===== src/rtl/dcr_pkg.sv =====
package dcr_pkg;

  localparam logic [15:0] CFG_RESET_HI = 16'h6515;
  localparam logic [15:0] IEN_KEEP     = 16'h3EED;
  localparam logic [31:0] LINK_UP_VAL  = 32'h0000_0113;
  localparam int          CFG_IRQ_POS  = 11;

  typedef struct packed {
    logic [7:0]  cmd;
    logic [5:0]  swd;
    logic [7:0]  stat;
    logic [31:0] cfg;
    logic [11:0] lctl;
    logic [15:0] ien;
    logic        present;
  } chan_view_t;

  // Next stored status (bit 0 left at zero; the live busy flag is merged later).
  function automatic logic [7:0] stat_next(input logic [7:0] cur,
                                           input logic [7:0] wd,
                                           input logic       we,
                                           input logic       err_set,
                                           input logic       done_set);
    logic [7:0] n;
    n = 8'h00;
    if (we) begin
      n[6:5] = wd[6:5];
      n[2:1] = cur[2:1] & ~wd[2:1];
    end else begin
      n[6:5] = cur[6:5];
      n[2:1] = cur[2:1];
    end
    n[1] = n[1] | err_set;
    n[2] = n[2] | done_set;
    return n;
  endfunction

  function automatic logic [15:0] ien_pick(input logic [31:0] wd);
    return wd[31:16] & IEN_KEEP;
  endfunction

  function automatic logic [31:0] summary_both(input chan_view_t c0,
                                               input chan_view_t c1);
    logic [31:0] r;
    r        = {24'h0, c0.cmd};
    r[4]     = r[4] | c0.cfg[CFG_IRQ_POS];
    r[6]     = r[6] | c1.cfg[CFG_IRQ_POS];
    r[14]    = c1.stat[2];
    r[23:16] = c0.stat;
    r[31:24] = c1.stat;
    return r;
  endfunction

  function automatic logic [31:0] summary_one(input chan_view_t c1);
    logic [31:0] r;
    r        = {24'h0, c1.cmd};
    r[4]     = r[4] | c1.cfg[CFG_IRQ_POS];
    r[23:16] = c1.stat;
    return r;
  endfunction

endpackage


===== src/rtl/dcr_decode.sv =====
module dcr_decode #(
  parameter int ADDR_W = 9
) (
  input  logic              clk,
  input  logic              rst_n,
  input  logic              wr,
  input  logic [ADDR_W-1:0] addr,
  output logic [1:0]        cmd_we,
  output logic [1:0]        swd_we,
  output logic [1:0]        st_we,
  output logic [1:0]        lc_we,
  output logic [1:0]        ien_we,
  output logic              rd_hit
);
  localparam int EXT_W = 16;
  logic [EXT_W-1:0] a;
  assign a = EXT_W'(addr);

  always_comb begin
    cmd_we = 2'b00;
    swd_we = 2'b00;
    st_we  = 2'b00;
    lc_we  = 2'b00;
    ien_we = 2'b00;
    case (a)
      16'h000, 16'h010: cmd_we[0] = wr;
      16'h008, 16'h018: cmd_we[1] = wr;
      16'h001, 16'h011: swd_we[0] = wr;
      16'h009, 16'h019: swd_we[1] = wr;
      16'h002, 16'h012: st_we[0]  = wr;
      16'h00A, 16'h01A: st_we[1]  = wr;
      16'h100:          lc_we[0]  = wr;
      16'h180:          lc_we[1]  = wr;
      16'h148:          ien_we[0] = wr;
      16'h1C8:          ien_we[1] = wr;
      default: ;
    endcase
  end

  always_comb begin
    case (a)
      16'h000, 16'h001, 16'h002, 16'h008, 16'h009, 16'h00A,
      16'h010, 16'h018, 16'h0A0, 16'h0E0,
      16'h100, 16'h104, 16'h148, 16'h180, 16'h184, 16'h1C8: rd_hit = 1'b1;
      default: rd_hit = 1'b0;
    endcase
  end


  dec_single_target_chk: assert property (@(posedge clk) disable iff (!rst_n)
    $onehot0({cmd_we, swd_we, st_we, lc_we, ien_we}));
endmodule


===== src/rtl/dcr_chan.sv =====
module dcr_chan
  import dcr_pkg::*;
#(
  parameter int DATA_W = 32
) (
  input  logic              clk,
  input  logic              rst_n,
  input  logic [DATA_W-1:0] wdata,
  input  logic              cmd_we,
  input  logic              swd_we,
  input  logic              st_we,
  input  logic              lc_we,
  input  logic              ien_we,
  input  logic              irq_in,
  input  logic              present_in,
  input  logic              busy_in,
  input  logic              err_set,
  input  logic              done_set,
  output chan_view_t        view,
  output logic              bus_rst
);
  logic [7:0]  cmd_q;
  logic [5:0]  swd_q;
  logic [7:0]  st_q;
  logic        irq_q;
  logic [11:0] lctl_q;
  logic [15:0] ien_q;
  logic        boot_q;
  logic        up_q;

  // named events for the checks
  logic reset_req;
  logic done_clear_req;
  assign reset_req      = lc_we & wdata[0];
  assign done_clear_req = st_we & wdata[2];

  logic unused_wbits;
  assign unused_wbits = ^wdata[15:12];

  always_ff @(posedge clk) begin
    if (!rst_n) begin
      cmd_q   <= '0;
      swd_q   <= '0;
      st_q    <= '0;
      irq_q   <= 1'b0;
      lctl_q  <= '0;
      ien_q   <= '0;
      boot_q  <= 1'b1;
      up_q    <= 1'b0;
      bus_rst <= 1'b0;
    end else begin
      if (cmd_we) cmd_q  <= wdata[7:0];
      if (swd_we) swd_q  <= wdata[5:0];
      if (lc_we)  lctl_q <= wdata[11:0];
      if (ien_we) ien_q  <= ien_pick(wdata[31:0]);
      st_q    <= stat_next(st_q, wdata[7:0], st_we, err_set, done_set);
      irq_q   <= irq_in;
      bus_rst <= boot_q | reset_req;
      boot_q  <= 1'b0;
      up_q    <= 1'b1;
    end
  end

  always_comb begin
    view.cmd     = cmd_q;
    view.swd     = swd_q;
    view.stat    = {st_q[7:1], busy_in};
    view.cfg     = {CFG_RESET_HI, 4'h0, irq_q, 11'h000};
    view.lctl    = lctl_q;
    view.ien     = ien_q;
    view.present = present_in;
  end


  done_clear_chk: assert property (@(posedge clk) disable iff (!rst_n)
    done_clear_req && !done_set |=> !view.stat[2]);

  done_set_chk: assert property (@(posedge clk) disable iff (!rst_n)
    done_set |=> view.stat[2]);

  swd_hold_chk: assert property (@(posedge clk) disable iff (!rst_n)
    !swd_we |=> $stable(view.swd));

  lc_pulse_chk: assert property (@(posedge clk) disable iff (!rst_n)
    reset_req |=> bus_rst);

  pulse_cause_chk: assert property (@(posedge clk) disable iff (!rst_n)
    bus_rst |-> ($past(boot_q) || $past(reset_req)));

  irq_follow_chk: assert property (@(posedge clk) disable iff (!rst_n)
    up_q |-> (view.cfg[CFG_IRQ_POS] == $past(irq_in)));
endmodule


===== src/rtl/dcr_rdmux.sv =====
module dcr_rdmux
  import dcr_pkg::*;
#(
  parameter int ADDR_W = 9,
  parameter int DATA_W = 32
) (
  input  logic [ADDR_W-1:0] addr,
  input  chan_view_t        c0,
  input  chan_view_t        c1,
  output logic [DATA_W-1:0] rdata
);
  localparam int EXT_W = 16;
  logic [EXT_W-1:0] a;
  assign a = EXT_W'(addr);

  always_comb begin
    case (a)
      16'h000: rdata = DATA_W'(c0.cmd);
      16'h001: rdata = DATA_W'(c0.swd);
      16'h002: rdata = DATA_W'(c0.stat);
      16'h008: rdata = DATA_W'(c1.cmd);
      16'h009: rdata = DATA_W'(c1.swd);
      16'h00A: rdata = DATA_W'(c1.stat);
      16'h010: rdata = DATA_W'(summary_both(c0, c1));
      16'h018: rdata = DATA_W'(summary_one(c1));
      16'h0A0: rdata = DATA_W'(c0.cfg);
      16'h0E0: rdata = DATA_W'(c1.cfg);
      16'h100: rdata = DATA_W'(c0.lctl);
      16'h104: rdata = c0.present ? DATA_W'(LINK_UP_VAL) : '0;
      16'h148: rdata = DATA_W'({c0.ien, 16'h0000});
      16'h180: rdata = DATA_W'(c1.lctl);
      16'h184: rdata = c1.present ? DATA_W'(LINK_UP_VAL) : '0;
      16'h1C8: rdata = DATA_W'({c1.ien, 16'h0000});
      default: rdata = '0;
    endcase
  end
endmodule


===== src/rtl/dual_chan_regfile.sv =====
module dual_chan_regfile
  import dcr_pkg::*;
#(
  parameter int ADDR_W = 9,
  parameter int DATA_W = 32,
  parameter int NUM_CH = 2
) (
  input  logic              clk,
  input  logic              rst_n,
  input  logic              bus_wr,
  input  logic              bus_rd,
  input  logic [ADDR_W-1:0] bus_addr,
  input  logic [DATA_W-1:0] bus_wdata,
  output logic [DATA_W-1:0] bus_rdata,
  output logic              bus_rvalid,
  input  logic [NUM_CH-1:0] ch_irq,
  input  logic [NUM_CH-1:0] ch_present,
  input  logic [NUM_CH-1:0] dma_busy,
  input  logic [NUM_CH-1:0] dma_err_evt,
  input  logic [NUM_CH-1:0] dma_done_evt,
  output logic [NUM_CH-1:0] ch_bus_reset,
  output logic              irq_out
);
  logic [NUM_CH-1:0] cmd_we, swd_we, st_we, lc_we, ien_we;
  logic              rd_hit;
  chan_view_t        views [NUM_CH];
  logic [DATA_W-1:0] rd_mux;
  logic              up_q;

  dcr_decode #(.ADDR_W(ADDR_W)) u_dec (
    .clk(clk), .rst_n(rst_n), .wr(bus_wr), .addr(bus_addr),
    .cmd_we(cmd_we), .swd_we(swd_we), .st_we(st_we),
    .lc_we(lc_we), .ien_we(ien_we), .rd_hit(rd_hit)
  );

  for (genvar c = 0; c < NUM_CH; c++) begin : g_ch
    dcr_chan #(.DATA_W(DATA_W)) u_ch (
      .clk(clk), .rst_n(rst_n), .wdata(bus_wdata),
      .cmd_we(cmd_we[c]), .swd_we(swd_we[c]), .st_we(st_we[c]),
      .lc_we(lc_we[c]), .ien_we(ien_we[c]),
      .irq_in(ch_irq[c]), .present_in(ch_present[c]), .busy_in(dma_busy[c]),
      .err_set(dma_err_evt[c]), .done_set(dma_done_evt[c]),
      .view(views[c]), .bus_rst(ch_bus_reset[c])
    );
  end

  dcr_rdmux #(.ADDR_W(ADDR_W), .DATA_W(DATA_W)) u_mux (
    .addr(bus_addr), .c0(views[0]), .c1(views[1]), .rdata(rd_mux)
  );

  always_ff @(posedge clk) begin
    if (!rst_n) begin
      bus_rdata  <= '0;
      bus_rvalid <= 1'b0;
      up_q       <= 1'b0;
    end else begin
      bus_rvalid <= bus_rd;
      bus_rdata  <= bus_rd ? rd_mux : '0;
      up_q       <= 1'b1;
    end
  end

  always_comb begin
    irq_out = 1'b0;
    for (int c = 0; c < NUM_CH; c++) irq_out = irq_out | views[c].cfg[CFG_IRQ_POS];
  end


  irq_merge_chk: assert property (@(posedge clk) disable iff (!rst_n)
    up_q |-> (irq_out == $past(|ch_irq)));

  miss_reads_zero_chk: assert property (@(posedge clk) disable iff (!rst_n)
    bus_rd && !rd_hit |=> (bus_rvalid && bus_rdata == '0));
endmodule


===== config.mk =====
export PLATFORM = sky130hd
export DESIGN_NAME = dual_chan_regfile
export DESIGN_NICKNAME = d
export VERILOG_FILES = /design/src/rtl/dcr_pkg.sv /design/src/rtl/dcr_decode.sv /design/src/rtl/dcr_chan.sv /design/src/rtl/dcr_rdmux.sv /design/src/rtl/dual_chan_regfile.sv
export SDC_FILE = /design/constraint.sdc
export NUM_CORES = 1
export LEC_CHECK = 0
export BUFFER_PORTS_ARGS = -buffer_cell sky130_fd_sc_hd__buf_4
export CAP_MARGIN = 40
export CORE_MARGIN = 8
export CORE_UTILIZATION = 35
export DETAILED_ROUTE_END_ITERATION = 10
export PLACE_DENSITY_LB_ADDON = 0.3
export SYNTH_ARGS = -nofsm -noshare
export SYNTH_HDL_FRONTEND = slang
export SYNTH_SLANG_ARGS = --single-unit
export TNS_END_PERCENT = 10

===== constraint.sdc =====
create_clock -name clk -period 3.35 [get_ports clk]
set_input_delay 0.335 -clock clk [delete_from_list [all_inputs] [get_ports clk]]
set_output_delay 0.335 -clock clk [all_outputs]
set_load 0.02 [all_outputs]

### Word level (Yosys, flattened, before mapping)

Index checks and enable logic that the tools add are counted.

| storage, ports and cells | value |
|---|---|
| register bits | 128 |
| input port bits | 55 |
| output and inout port bits | 36 |
| word-level logic and storage cells | 81 |

| cells by class | value |
|---|---|
| equality and inequality tests | 19 |
| mux-type cells | 18 |
| bitwise operators | 15 |
| reduce and logical (&&, ||, !) cells | 8 |

Operator list:

| kind | number |
|---|---|
| 32-bit one-hot mux with 16 select lines | 1 |
| 9-bit by 5-bit equality test with 1-bit output, second input constant | 6 |
| 9-bit equality test, second input constant | 6 |
| 9-bit by 4-bit equality test with 1-bit output, second input constant | 3 |
| 9-bit by 8-bit equality test with 1-bit output, second input constant | 2 |
| 9-bit two-way mux | 2 |
| 16-bit zero test | 1 |
| 2-bit OR reduction | 6 |
| 1-bit two-way mux | 11 |
| 1-bit OR | 10 |
| 9-bit by 1-bit equality test with 1-bit output, second input constant | 1 |
| 9-bit by 2-bit equality test with 1-bit output, second input constant | 1 |
| 2-bit two-way mux | 4 |
| 2-bit bitwise AND | 2 |
| 1-bit bitwise AND | 2 |
| 2-bit inverter | 1 |
| 2-bit AND reduction | 1 |

### Depth between registers and ports, before layout

Gate-level depths: netlist of the first run.

| logic depth | value |
|---|---|
| word-level depth | 6 |
| mapped depth | 8 |
| depth with buffers taken out | 5 |

### Cells and area by module

Synthesis of the first run repeated with hierarchy kept, for this count alone.

| second synthesis, totals | value |
|---|---|
| cell total of the unflattened synthesis | 701 |
| area total of the unflattened synthesis | 6530.0 µm² |

By module, submodules not included:

| module | instances | cells each | area each (µm²) | sequential area each (µm²) |
|---|---|---|---|---|
| dcr_chan | 2 | 185 | 1864.3 | 880.8 |
| dcr_rdmux | 1 | 228 | 1696.6 | 0.0 |
| dual_chan_regfile | 1 | 73 | 903.4 | 660.6 |
| dcr_decode | 1 | 30 | 201.4 | 0.0 |

### Worst setup path after synthesis of the first run

No wires, ideal clock.

| path | value |
|---|---|
| path kind | input port to flip-flop |
| start point | input port bus_addr[5] |
| end point | register g_ch[0].u_ch.lctl_q[0] |
| setup time | 127 ps |
| arrival time | 1648 ps |
| data required time | 3223 ps |
| path slack | 1575 ps |
| stages | 8 |
| path buffers | 3 |
| cells stage by stage | buf_2 > or4_1 > buf_2 > nor3_2 > nand2_1 > buf_2 > a21oi_1 > nor2_1 |

| on the way | value |
|---|---|
| word-level cells in the longest chain between the ends | 2 |

RTL lines:

| element | RTL line | text |
|---|---|---|
| start, declared | dual_chan_regfile.sv:12 | `input logic [ADDR_W-1:0] bus_addr,` |
| 9-bit equality test | dcr_decode.sv:25 | `case (a)` |
| 1-bit two-way mux | dcr_decode.sv:25 |  |
| end signal, assigned | dcr_chan.sv:54 | `if (lc_we) lctl_q <= wdata[11:0];` |
| end, declared | dcr_chan.sv:26 | `logic [11:0] lctl_q;` |

Every way passes these cells.
A chain may end at the register's enable or synchronous reset.

### Final worst setup path of the first run

| path | value |
|---|---|
| start point | input port bus_addr[8] |
| end point | register g_ch[1].u_ch.cmd_q[4] |

| on the way | value |
|---|---|
| word-level cells in the longest chain between the ends | 3 |
| elaborated cells on any way between the ends | 4 |
| those cells by class | eq/ne: 2; mux: 1; reduce/logical: 1 |

RTL lines:

| element | RTL line | text |
|---|---|---|
| 9-bit by 4-bit equality test with 1-bit output or 9-bit by 5-bit equality test with 1-bit output (tied branches) | dcr_decode.sv:25 |  |
| 2-bit OR reduction * | dcr_decode.sv:25 |  |
| 1-bit two-way mux * | dcr_decode.sv:25 |  |
| end signal, assigned | dcr_chan.sv:52 | `if (cmd_we) cmd_q <= wdata[7:0];` |
| end, declared | dcr_chan.sv:22 | `logic [7:0] cmd_q;` |

Mark *: on every way between the ends. The rest lies on a longest branch, timed or not.

==> flow_metrics.tcl, run 1 <==
set metrics [dict create \
    holdBufCountCts 0 \
    overflow 0 \
    clock-sinks 116 \
    max_freq_ghz 0.487 \
    switching_share_pct 21.0 \
    fin_crit_sh_pct 61.3 \
    area_delta_synth_final_pct 26.0 \
    worstSetupEndpointType "flop" \
    cts_root_buffer "clkbuf_16" \
    ys_ff_latch 116 \
    drc_errors 0 \
    crit_type "primary input to flop" \
    synthTopCellsByArea "dfxtp_1 47%, a21oi_1 9.0%, nand2_1 8.7%, nand3_1 5.8%, mux2i_1 2.6%" \
    ctsResizeCount 0 \
    antenna_found_initial 0 \
    gp_congestion 0.846 \
    finish.utilization_pct 45.1 \
    drt-initial-drc-count 412 \
    hpwl_mm 10.6 \
    die_x_um 135 \
    ys_async_sr_fraction_pct 0 \
    io_pins 91 \
    post-route-min-period_ns 2.05 \
    setup_viol 0 \
    drive_above_1_share_pct 21.5 \
    grt_pass1_vias 4624 \
    path_clk_slew_ns 0.05 \
    drt-pass1-iter-count 5 \
    cts_tree "done" \
    p_leak_nw 2.17 \
    crit_arrival_ns 2.31 \
    clock-skew-final_ns 0.0111 \
    slew_violations 0 \
    synthFlopType "dfxtp_1" \
    io_buffer_count 77 \
    start_kind "primary input" \
    max-vdd-ir-drop_mv 0.329 \
    totalWireLength_mm 15.6 \
    antenna_cells 0 \
    yosys-top-cells-count "116 x dfxtp_1, 115 x nand2_1, 89 x a21oi_1, 58 x nand3_1, 33 x nor2_1" \
    numCtsBuffers 17 \
    power.density_mw_per_mm2 582 \
    start_util_pct 35.8 \
    maxSlewHeadroom_pct 38.4 \
    grt_max_degree 46 \
    power_frac_seq_pct 38.3 \
    viasPerCell 5.42 \
    syn_area_mm2 0.00497 \
    place_ws_ns 0.951 \
    dieHeight_um 135 \
    drv_cap 0 \
    required_ns 3.61 \
    setup_ws_ns 1.30 \
    drtAntennaViolNets 0 \
    synthCells 599 \
    status "finished, final reports clean" \
    avgSynthCellArea_um2 8.31 \
    core_mm2 0.0139 \
    tightestPinTransition_ns 0.920 \
    num_rows 43 \
    synth.most_common_cell "dfxtp_1" \
    layout.nets 708 \
    hold_violations 0 \
    clk_path_buf_depth 2 \
    cts_setup_buffers 0 \
    groute.usage.overall_pct 17.1 \
    finalNonFillerCells 846 \
    vias 4589 \
    intPower_mw 2.88 \
    combPwrFrac_pct 4.7 \
    synth_edf_count 0 \
    wl_per_cell_um 18.5 \
    path_max_fanout 12 \
    tns_ns 0 \
    worstHoldPathType "primary input to flop" \
    pwr-share-clk_pct 57.0 \
    synth_top_cell_by_area "dfxtp_1" \
    ys_seq_area_share_pct 46.7 \
    die_area_mm2 0.0183 \
    clock_latency_ns 0.42 \
    cts_htree_levels 4 \
    rsz0062_at_grt "no" \
    yosysWarnings 0 \
    ys_types 54 \
    dpl.cell_count 814 \
    grt_pass1_wl_mm 24.5 \
    synth_top_area_share_pct 46.7 \
    power.switching_mw 0.765 \
]
[cells by family (layout without fill, tap and decap cells)]
kind of cell | after synthesis | in the layout | share of synthesized area [%]
other | 1 | 4 | 0.0754
flip-flops | 116 | 116 | 46.7
buffers and inverters | 61 | 125 | 6.14
AND/OR/NAND/NOR | 251 | 251 | 23.5
multiplexers | 18 | 18 | 3.75
AO/OA/AOI/OAI | 152 | 152 | 19.8
[final timing paths]
path                            depth (start not counted)  slack [ns]             startpoint               endpoint
worst max register to register                          5        1.82   g_ch[1].u_ch.st_q[5]           bus_rdata[5]
worst min-delay path                                    2        0.13              ch_irq[1]     g_ch[1].u_ch.irq_q
worst max-delay path                                    6        1.30            bus_addr[8]  g_ch[1].u_ch.cmd_q[4]
worst min register to register                          2        0.45  g_ch[0].u_ch.ien_q[5]  g_ch[0].u_ch.ien_q[5]
[per-layer routing]
metal	GRT usage, %	up-vias	wire (um)
met4	7.16	0	251
met1	21.0	2205	6770
met5	0	-	0
met2	28.0	157	7510
met3	4.53	20	1080
li1	-	2207	-
[cells in the final DEF (no fill, tap or decap), types with 3 or more instances in the layout]
cell and n:
a31o_2 4, nand2_1 115, nand2b_1 4, mux2i_1 13
a21oi_1 89, and3_1 5, clkbuf_16 17, a21boi_0 4
buf_4 88, dfxtp_1 116, or3_1 3, inv_1 4
conb_1 4, and2_1 4, nand3_1 58, a22o_1 3
nor2_1 33, bufinv_16 6, clkinv_2 3, a32oi_1 9
nor3_1 5, nor2b_1 5, mux2_2 5, o21a_1 6
a22oi_1 13, a31oi_2 4, nor4_1 4
[power groups by stage]
stage	Clock [mW]	Sequential [mW]	Combinational [mW]
2_1_floorplan	0	1.42	0.0930
4_1_cts	2.11	1.40	0.170
5_1_grt	2.16	1.40	0.182
3_3_place_gp	0	1.43	0.166
6_report	2.08	1.40	0.172
3_5_place_dp	0	1.43	0.169
[sequential cells by signal (all words and copies together) (netlist names)]
name               cells
g_ch.u_ch.swd_q       12
g_ch.u_ch.cmd_q       16
g_ch.u_ch.bus_rst      2
bus_rvalid             1
g_ch.u_ch.boot_q       1
g_ch.u_ch.irq_q        2
g_ch.u_ch.st_q         8
g_ch.u_ch.lctl_q      24
bus_rdata             28
g_ch.u_ch.ien_q       22
[layout make-up]
type	count	area [um2]
Clock buffer	19	453
Tap cell	180	225
Clock inverter	13	228
Inverter	5	18.8
Fill cell	1343	7610
Sequential cell	116	2320
Timing Repair Buffer	88	661
Multi-Input combinational cell	425	2360
[worst max-delay path: stages]
cell	delay (ns)
buf_4	0.15
or3_1	0.50
nor2_1	0.64
nand2_1	0.42
nand2_1	0.18
a21oi_1	0.08
[through the flow]
stage          instance area, um2  hold slack (ns)  total power, mW
6_report                     6270            0.127             3.65
5_1_grt                      6270            0.120             3.74
4_1_cts                      6270            0.114             3.67
3_5_place_dp                 5590            0.444             1.59
3_3_place_gp                 5590            0.435             1.59
2_1_floorplan                4990            0.428             1.52
(Power assumes the default switching activity.)
==> run 2, diff against run 1 <==
--- a/config.mk
+++ b/config.mk
@@ -5,6 +5,7 @@
 export SDC_FILE = /design/constraint.sdc
 export NUM_CORES = 1
 export LEC_CHECK = 0
+export ABC_AREA = 1
 export BUFFER_PORTS_ARGS = -buffer_cell sky130_fd_sc_hd__buf_4
 export CAP_MARGIN = 40
 export CORE_MARGIN = 8
==> constraint.sdc (replaced) <==
create_clock -name clk -period 1.6 [get_ports clk]
set_input_delay 0.16 -clock clk [delete_from_list [all_inputs] [get_ports clk]]
set_output_delay 0.16 -clock clk [all_outputs]
set_load 0.02 [all_outputs]
==> flow_metrics.tcl, run 2 <==
set metrics [dict create \
    status "finished, final reports clean" \
    slew_violations 0 \
    numCtsBuffers 17 \
    avgSynthCellArea_um2 7.34 \
    power.density_mw_per_mm2 1010 \
    maxSlewHeadroom_pct 58.7 \
    area_delta_synth_final_pct 30.2 \
    synth_top_area_share_pct 46.7 \
    final_common_cell "nand2_1" \
    io_buffer_count 77 \
    tns_ns 0 \
    largest_reg_flops 28 \
    antenna_found_initial 0 \
    drt-initial-drc-count 369 \
    p_leak_nw 2.75 \
    timing.rr.start "g_ch[1].u_ch.irq_q" \
    min_from "dma_err_evt[1]" \
    hold_violations 0 \
    power_mw 6.55 \
    die_x_um 135 \
    ys_types 27 \
    cts_root_buffer "clkbuf_16" \
    required_ns 1.44 \
    post-route-min-period_ns 1.40 \
    crit_arrival_ns 1.24 \
    ys_async_sr_fraction_pct 0 \
    start_kind "flop" \
    cts_tree "done" \
    viasPerCell 4.86 \
    path_max_fanout 4 \
    synthTopCellsByArea "dfxtp_1 47%, nand2_1 8.9%, a21oi_1 8.7%, o21ai_0 8.2%, inv_1 5.5%" \
    antenna_cells 0 \
    yosysWarnings 0 \
    layout.nets 841 \
    min_path_cells 3 \
    synthCells 677 \
    synthFlopType "dfxtp_1" \
    worstSetupEndpointType "primary output" \
    syn_area_mm2 0.00497 \
    clock_latency_ns 0.41 \
    synth.most_common_cell "nand2_1" \
    drtAntennaViolNets 0 \
    hpwl_mm 11.0 \
    tightestPinTransition_ns 0.618 \
    num_rows 43 \
    max-vdd-ir-drop_mv 0.678 \
    synth_top_cell_by_area "dfxtp_1" \
    wl_per_cell_um 15.3 \
    die_area_mm2 0.0183 \
    synth_edf_count 0 \
    finish.utilization_pct 46.6 \
    max_freq_ghz 0.716 \
    yosys-top-cells-count "118 x nand2_1, 116 x dfxtp_1, 86 x a21oi_1, 81 x o21ai_0, 73 x inv_1" \
    vias 4749 \
    largestRegisters "bus_rdata (28), g_ch.u_ch.lctl_q (24), g_ch.u_ch.ien_q (22)" \
    start_util_pct 35.8 \
    overflow 0 \
    drv_cap 0 \
    gp_congestion 0.854 \
    drive_above_1_share_pct 22.8 \
    crit_type "flop to primary output" \
    setup_viol 0 \
    core_mm2 0.0139 \
    worstHoldPathType "primary input to flop" \
    grt_max_degree 39 \
    clk_path_buf_depth 2 \
    totalWireLength_mm 14.9 \
    grt_pass1_wl_mm 24.0 \
    grt_pass1_vias 4577 \
    ys_seq_area_share_pct 46.7 \
    reg2reg_to "bus_rdata[4]" \
    clock-skew-final_ns 0.0105 \
    regMostFlops "bus_rdata" \
    io_pins 91 \
    whs_endpoint "g_ch[1].u_ch.st_q[1]" \
    clock-sinks 116 \
    ys_ff_latch 116 \
    rsz0062_at_grt "no" \
    drc_errors 0 \
    dieHeight_um 135 \
    cts_htree_levels 4 \
    groute.usage.overall_pct 16.8 \
    final_cell_mix "118 x nand2_1, 116 x dfxtp_1, 110 x buf_4, 86 x a21oi_1, 81 x o21ai_0" \
    rr_worst_depth 5 \
    fin_crit_sh_pct 87.3 \
    path_clk_slew_ns 0.06 \
    drt-pass1-iter-count 5 \
    r2r_slack_ns 0.42 \
]
run 2: cell types whose count changed in the layout (fill, tap and decap cells not counted), sizes merged, moves of 14 or more:
cell   change
o21ai     +79
inv       +73
nand3     -14
nor2      +54
buf       +25
run 2: logic make-up (layout without fill, tap and decap cells):
| family | Yosys count | after routing | share of synthesized area [%] |
|---|---|---|---|
| buffers and inverters | 109 | 226 | 9.34 |
| AND/OR/NAND/NOR | 269 | 269 | 24.8 |
| flip-flops | 116 | 116 | 46.7 |
| other | 1 | 4 | 0.0754 |
| AO/OA/AOI/OAI | 182 | 182 | 19.0 |
run 2: how the worst max path moves through the flow:
stage                       start                       to  cells after the start
5_1_grt        g_ch[1].u_ch.irq_q                  irq_out                      2
3_5_place_dp          bus_addr[0]             bus_rdata[4]                     10
2_1_floorplan         bus_addr[5]  g_ch[0].u_ch.lctl_q[10]                      7
4_1_cts        g_ch[1].u_ch.irq_q                  irq_out                      2
3_3_place_gp          bus_addr[0]             bus_rdata[3]                     10
6_report       g_ch[1].u_ch.irq_q                  irq_out                      2
run 2: what timing repair did:
action | in CTS | in global routing
setup buffers | 0 | 0
hold endpoints to repair | 5 | 0
hold buffers | 5 | 0
resized for setup | 0 | 0
run 2: cell type report:
| type | instances | area, um2 |
|---|---|---|
| Clock buffer | 20 | 437 |
| Clock inverter | 10 | 62.6 |
| Fill cell | 1442 | 7410 |
| Inverter | 78 | 293 |
| Multi-Input combinational cell | 455 | 2200 |
| Sequential cell | 116 | 2320 |
| Tap cell | 180 | 225 |
| Timing Repair Buffer | 118 | 936 |
run 2: where the power goes:
group          leakage (nW)  total [mW]  internal, mW  switching (mW)
clock network         0.245        3.27          1.94            1.32
logic                  1.57       0.360         0.141           0.219
registers             0.937        2.92          2.91          0.0139
run 2: metrics by stage:
step                      area (um2)  instances  setup slack (ns)  hold slack (ns)
after CTS                       6470        977             0.179          0.00693
after global placement          5920        942            0.0635            0.348
after floorplan                 4980        680             0.397            0.258
after detailed placement        5920        942            0.0496            0.349
after global routing            6470        977             0.157           0.0189
final                           6470        977             0.203           0.0139
run 2: per-layer routing:
layer / wire length [um] / track usage (%) / vias up
met3: 1120 / 4.27 / 30
met1: 6530 / 21.1 / 2121
met5: 0 / 0 / -
met4: 369 / 7.09 / 0
li1: - / - / 2426
met2: 6880 / 26.8 / 172
run 2: worst max-delay path, stage by stage (launching register included):
cell and delay [ns]:
dfxtp_1 0.36, or2_2 0.31, buf_4 0.16
